## src/rtl/ext_irq_pkg.sv

```systemverilog
package ext_irq_pkg;

    localparam int PIN_COUNT  = 4;
    localparam int REG_W      = 32;
    localparam int MASTER_BIT = 12;
    localparam int ROUTE_BIT  = 0;

    typedef enum logic [1:0] {
        SENSE_LVL_HI = 2'd0,
        SENSE_RISE   = 2'd1,
        SENSE_FALL   = 2'd2,
        SENSE_LVL_LO = 2'd3
    } sense_e;

    function automatic int sense_lsb(input int n);
        return 22 - 2 * n;
    endfunction

    function automatic int enable_bit(input int n);
        return 11 - n;
    endfunction

    function automatic int ack_bit(input int n);
        return 27 - n;
    endfunction

    typedef struct packed {
        logic [PIN_COUNT-1:0][1:0] sense;
        logic [PIN_COUNT-1:0]      pin_en;
        logic                      master_en;
        logic                      route_sel;
    } ctrl_t;

endpackage

```

## src/rtl/ext_irq_sync.sv

```systemverilog
module ext_irq_sync #(
    parameter int WIDTH  = 4,
    parameter int STAGES = 2
) (
    input  logic             clk,
    input  logic             rst_n,
    input  logic [WIDTH-1:0] async_i,
    output logic [WIDTH-1:0] sync_o
);
    logic [STAGES-1:0][WIDTH-1:0] stg_d, stg_q;

    always_comb begin
        stg_d = stg_q;
        stg_d[0] = async_i;
        for (int s = 1; s < STAGES; s++) begin
            stg_d[s] = stg_q[s-1];
        end
    end

    always_ff @(posedge clk) begin
        if (!rst_n) stg_q <= '0;
        else        stg_q <= stg_d;
    end

    assign sync_o = stg_q[STAGES-1];
endmodule

```

## src/rtl/ext_irq_detect.sv

```systemverilog
module ext_irq_detect
    import ext_irq_pkg::*;
(
    input  logic       clk,
    input  logic       rst_n,
    input  logic       sync_i,
    input  logic [1:0] sense_i,
    input  logic       clr_i,
    output logic       raw_o
);
    typedef struct packed {
        logic prev;
        logic latch;
    } det_t;

    det_t det_d, det_q;
    logic edge_mode;
    logic edge_seen;

    always_comb begin
        edge_mode = (sense_i == SENSE_RISE) || (sense_i == SENSE_FALL);
        edge_seen = (sense_i == SENSE_RISE) ? (sync_i & ~det_q.prev)
                                            : (~sync_i & det_q.prev);
        det_d.prev = sync_i;
        if (!edge_mode) det_d.latch = 1'b0;
        else            det_d.latch = (det_q.latch & ~clr_i) | edge_seen;

        case (sense_i)
            SENSE_LVL_HI: raw_o = sync_i;
            SENSE_LVL_LO: raw_o = ~sync_i;
            default:      raw_o = det_q.latch;
        endcase
    end

    always_ff @(posedge clk) begin
        if (!rst_n) det_q <= '0;
        else        det_q <= det_d;
    end
endmodule

```

## src/rtl/ext_irq_sense.sv

```systemverilog
module ext_irq_sense
    import ext_irq_pkg::*;
#(
    parameter int SYNC_STAGES = 2
) (
    input  logic                 clk,
    input  logic                 rst_n,
    input  logic                 cfg_wr,
    input  logic [REG_W-1:0]     cfg_wdata,
    output logic [REG_W-1:0]     cfg_rdata,
    input  logic [PIN_COUNT-1:0] pin_i,
    output logic                 crit_req_o,
    output logic [PIN_COUNT-2:0] main_req_o,
    output logic                 crit_route_o
);
    ctrl_t ctrl_d, ctrl_q;
    logic [PIN_COUNT-1:0] clr_pin;
    logic [PIN_COUNT-1:0] pin_sync;
    logic [PIN_COUNT-1:0] raw_req;
    logic [PIN_COUNT-1:0] gated_req;
    logic                 unused_wbits;

    assign unused_wbits = ^{cfg_wdata[31:28], cfg_wdata[15:13], cfg_wdata[7:1]};

    always_comb begin
        ctrl_d  = ctrl_q;
        clr_pin = '0;
        if (cfg_wr) begin
            for (int n = 0; n < PIN_COUNT; n++) begin
                ctrl_d.sense[n]  = cfg_wdata[sense_lsb(n) +: 2];
                ctrl_d.pin_en[n] = cfg_wdata[enable_bit(n)];
                clr_pin[n]       = cfg_wdata[ack_bit(n)];
            end
            ctrl_d.master_en = cfg_wdata[MASTER_BIT];
            ctrl_d.route_sel = cfg_wdata[ROUTE_BIT];
        end
    end

    always_ff @(posedge clk) begin
        if (!rst_n) ctrl_q <= '0;
        else        ctrl_q <= ctrl_d;
    end

    always_comb begin
        cfg_rdata = '0;
        for (int n = 0; n < PIN_COUNT; n++) begin
            cfg_rdata[sense_lsb(n) +: 2] = ctrl_q.sense[n];
            cfg_rdata[enable_bit(n)]     = ctrl_q.pin_en[n];
        end
        cfg_rdata[MASTER_BIT] = ctrl_q.master_en;
        cfg_rdata[ROUTE_BIT]  = ctrl_q.route_sel;
    end

    ext_irq_sync #(.WIDTH(PIN_COUNT), .STAGES(SYNC_STAGES)) sync_i (
        .clk    (clk),
        .rst_n  (rst_n),
        .async_i(pin_i),
        .sync_o (pin_sync)
    );

    for (genvar g = 0; g < PIN_COUNT; g++) begin : g_pin
        ext_irq_detect det_i (
            .clk    (clk),
            .rst_n  (rst_n),
            .sync_i (pin_sync[g]),
            .sense_i(ctrl_q.sense[g]),
            .clr_i  (clr_pin[g]),
            .raw_o  (raw_req[g])
        );
        assign gated_req[g] = raw_req[g] & ctrl_q.pin_en[g] & ctrl_q.master_en;
    end

    assign crit_req_o   = gated_req[0];
    assign main_req_o   = gated_req[PIN_COUNT-1:1];
    assign crit_route_o = ctrl_q.route_sel;
endmodule

```

## config.mk

```make
export PLATFORM = sky130hd
export DESIGN_NAME = ext_irq_sense
export DESIGN_NICKNAME = d
export VERILOG_FILES = /design/src/rtl/ext_irq_pkg.sv /design/src/rtl/ext_irq_sync.sv /design/src/rtl/ext_irq_detect.sv /design/src/rtl/ext_irq_sense.sv
export SDC_FILE = /design/constraint.sdc
export NUM_CORES = 1
export LEC_CHECK = 0
export BUFFER_PORTS_ARGS = -buffer_cell sky130_fd_sc_hd__buf_2
export CAP_MARGIN = 20
export CORE_MARGIN = 2
export CORE_UTILIZATION = 47
export CTS_BUF_LIST = sky130_fd_sc_hd__clkbuf_8
export DETAILED_ROUTE_END_ITERATION = 16
export PLACE_DENSITY = 0.82
export SLEW_MARGIN = 25
export SYNTH_ARGS = -nofsm -noshare
export SYNTH_HDL_FRONTEND = slang
export SYNTH_SLANG_ARGS = --single-unit
```

## constraint.sdc

```tcl
create_clock -name clk -period 1.7 [get_ports clk]
set_clock_uncertainty 0.1 [all_clocks]
set_input_delay 0.085 -clock clk [delete_from_list [all_inputs] [get_ports clk]]
set_output_delay 0.085 -clock clk [all_outputs]
set_load 0.01 [all_outputs]
```

==> reports/qor.csv <==
stage;metric;value;unit
layout;area delta synth->final;32.5;%
global_routing;vias in the first global route;1068;
global_routing;pin count of the biggest net entering global routing;31;
detailed_routing;Initial DRC Count;10;
cts;number of CTS-inserted buffers;5;
global_routing;initial antenna violation count;0;
worst_setup_path;crit path max fanout;5;
worst_setup_path;Setup CP Type;register to output pin;
sta;final setup violation count;0;
power;Pwr Density;750;mW/mm^2
sta;post-layout min period;1.67;ns
floorplan;die height;61.2;um
layout;fin util;0.662;
power;combinational share of power;0.161;
worst_setup_path;kind of end point of the critical path;output pin;
sta;final hold viol count;0;
worst_setup_path;Required @ worst endpoint;1.51;ns
placed_design;PortBufs;43;
sta;final worst-path cycle share;0.983;
power;Switching Share;0.257;
layout;Fillers;251;
worst_setup_path;Worst Setup Start Kind;register;
power;Net Sw Power;0.000393;W
floorplan;Die W;61.2;um
floorplan;row count;20;
layout;Post-layout nets;260;
layout;share of cells above drive strength 1;0.383;
sta;worst hold margin;0.121;ns
logic_synthesis;Seq cells post-synth;30;
logic_synthesis;Syn Area/Cell;10.8;um^2
cts;clk sinks;30;
detailed_routing;Routed WL;3020;um
placed_design;GP Congestion;0.677;
job;Max-Cap Viols;0;
hold_path;worst hold path type;primary input to register;
placed_design;number of placed instances with taps included;224;
power;Int Pwr;0.00113;W
power;Pleak;1.05;nW
cts;worst skew pair latency;0.28;ns
layout;area of the multi-input gates;823;um^2
floorplan;Core Area;0.00308;mm^2
floorplan;die footprint;0.00375;mm^2
sta;Slew Limit Fails;0;
power;Clk network pwr share;0.341;
floorplan;effective utilization at floorplan;0.500;
placed_design;Post-DP HPWL;1840;um
status;outcome;finished, final reports clean;
detailed_routing;WL/cell;11.9;um
detailed_routing;DRT Pass-1 Iters;4;
detailed_routing;Vias;1111;
global_routing;first-pass GRT wire length;4710;um
layout;antenna fix cells;0;
layout;Seq. cell area;621;um^2
detailed_routing;antenna-violating nets left;0;
logic_synthesis;Yosys cell types;18;
cts;CTS Root Cell;clkbuf_8;
power;peak supply drop;0.640;mV
logic_synthesis;Post-Syn Area;0.00154;mm^2
logic_synthesis;Yosys Warn Count;0;
detailed_routing;DRC Markers;0;
power;share of power burned in registers;0.499;
cts;htree depth;2;
sta;max frequency;0.599;GHz
global_routing;gr ovfl total;0;
floorplan;I/O pin count;76;
cts;CTS tree;done;
layout;Post-Layout Cell Count;253;
worst_setup_path;Worst Path Arrival;1.49;ns
global_routing;GRT Resource Usage Total;0.175;
detailed_routing;drt via density;4.39;
logic_synthesis;Seq/Total Area, Yosys;0.391;
cts;worst-case clock buffer depth;2;
logic_synthesis;cell count after synthesis;143;
cts;Clock Pin Slew Worst Setup and Hold Paths;0.06;ns
sta;unrepaired setup endpoints after global routing;yes;
==> cells by family after synthesis <==
kind of cell	Yosys count	share of synthesized area
flops	30	0.391
buf+inv	32	0.140
mux	18	0.120
compound gates	12	0.0846
simple gates	38	0.164
fa+ha+maj	12	0.0976
other cells	1	0.00244
==> placed cells by master, fill, tap and decap left out, drive strengths merged <==
master        n
dlygate4sd3  18
nand2b        4
inv          10
mux2i        14
o2111a        4
nor3b         4
clkbuf        5
mux2          4
o311a         4
a21boi        4
dfxtp        30
conb         18
and2         12
ha           12
buf          48
and3b         4
nor2b        14
==> flip-flops by register name (all words and copies together) (netlist names) <==
| signal | cells |
|---|---|
| sync_i.stg_d | 4 |
| cfg_rdata | 13 |
| crit_route_o | 1 |
| g_pin.det_i.det_q | 8 |
| sync_i.sync_o | 4 |
==> path summary, 6_finish.rpt <==
check / start / endpoint / slack, ns / depth (start not counted)
min: cfg_wdata[25] / g_pin[2].det_i.det_q[0] / 0.12 / 3
max: cfg_rdata[20] / main_req_o[0] / 0.03 / 5
max reg2reg: cfg_rdata[16] / g_pin[3].det_i.det_q[0] / 0.30 / 4
min reg2reg: sync_i.stg_d[6] / sync_i.sync_o[2] / 0.33 / 1
==> through the flow <==
step | setup TNS (ns) | setup slack (ns) | area (um^2) | total power [W]
global placement | 0 | 0.267 | 1690 | 0.000959
detailed placement | 0 | 0.242 | 1690 | 0.000966
CTS | 0 | 0.00234 | 1960 | 0.00152
finish | 0 | 0.0296 | 2040 | 0.00153
global route | -0.0132 | -0.00988 | 2040 | 0.00160
floorplan | 0 | 0.355 | 1600 | 0.000933
==> Yosys cell counts <==
master	number	share of area
dfxtp_1	30	0.39
buf_4	19	0.093
mux2i_1	14	0.091
nor2b_1	14	0.057
and2_1	12	0.049
ha_1	12	0.098
inv_1	8	0.020
a21boi_2	4	0.029
and3b_1	4	0.023
mux2_2	4	0.029
nand2b_1	4	0.016
nor3b_1	4	0.020
o2111a_1	4	0.029
o311a_1	4	0.026
clkbuf_1	3	0.0073
buf_12	1	0.013
buf_6	1	0.0073
conb_1	1	0.0024
==> worst max-delay path, stage by stage (launching register included) <==
cell and delay, ns:
dfxtp_4 0.37, inv_2 0.05, ha_4 0.15, mux2_4 0.25
o2111a_1 0.24, buf_2 0.14
==> layout make-up <==
| cell class | count | share of cell area |
|---|---|---|
| inverters | 8 | 0.0147 |
| clock buffers | 5 | 0.0338 |
| clock inverters | 2 | 0.00368 |
| well taps | 44 | 0.0270 |
| repair buffers | 66 | 0.212 |
| multi-input cells | 98 | 0.404 |
| flip-flops and latches | 30 | 0.304 |
==> routing by layer <==
| layer | up-vias | GRT usage | share of wire |
|---|---|---|---|
| met1 | 505 | 0.199 | 0.42 |
| met3 | 2 | 0.0693 | 0.055 |
| met2 | 34 | 0.296 | 0.51 |
| li1 | 570 | - | - |
| met4 | 0 | 0.0652 | 0.0093 |
| met5 | - | 0 | 0 |
==> power by group through the flow <==
stage / registers (W) / logic, W / clock network [W]
2_1_floorplan: 0.000781 / 0.000151 / 0
3_3_place_gp: 0.000776 / 0.000182 / 0
3_5_place_dp: 0.000777 / 0.000188 / 0
4_1_cts: 0.000763 / 0.000222 / 0.000537
5_1_grt: 0.000766 / 0.000276 / 0.000560
6_report: 0.000762 / 0.000246 / 0.000520
==> repair_timing <==
| item | 4_1_cts | 5_1_grt |
|---|---|---|
| gates resized for setup | 9 | 18 |
| hold buffers | 18 | 0 |
| buffers inserted | 0 | 4 |
| hold endpoints to repair | 18 | 0 |
| pin swaps | 0 | 2 |
| setup endpoints to repair | 4 | 4 |
No activity file was read; power rests on OpenSTA's default activity.
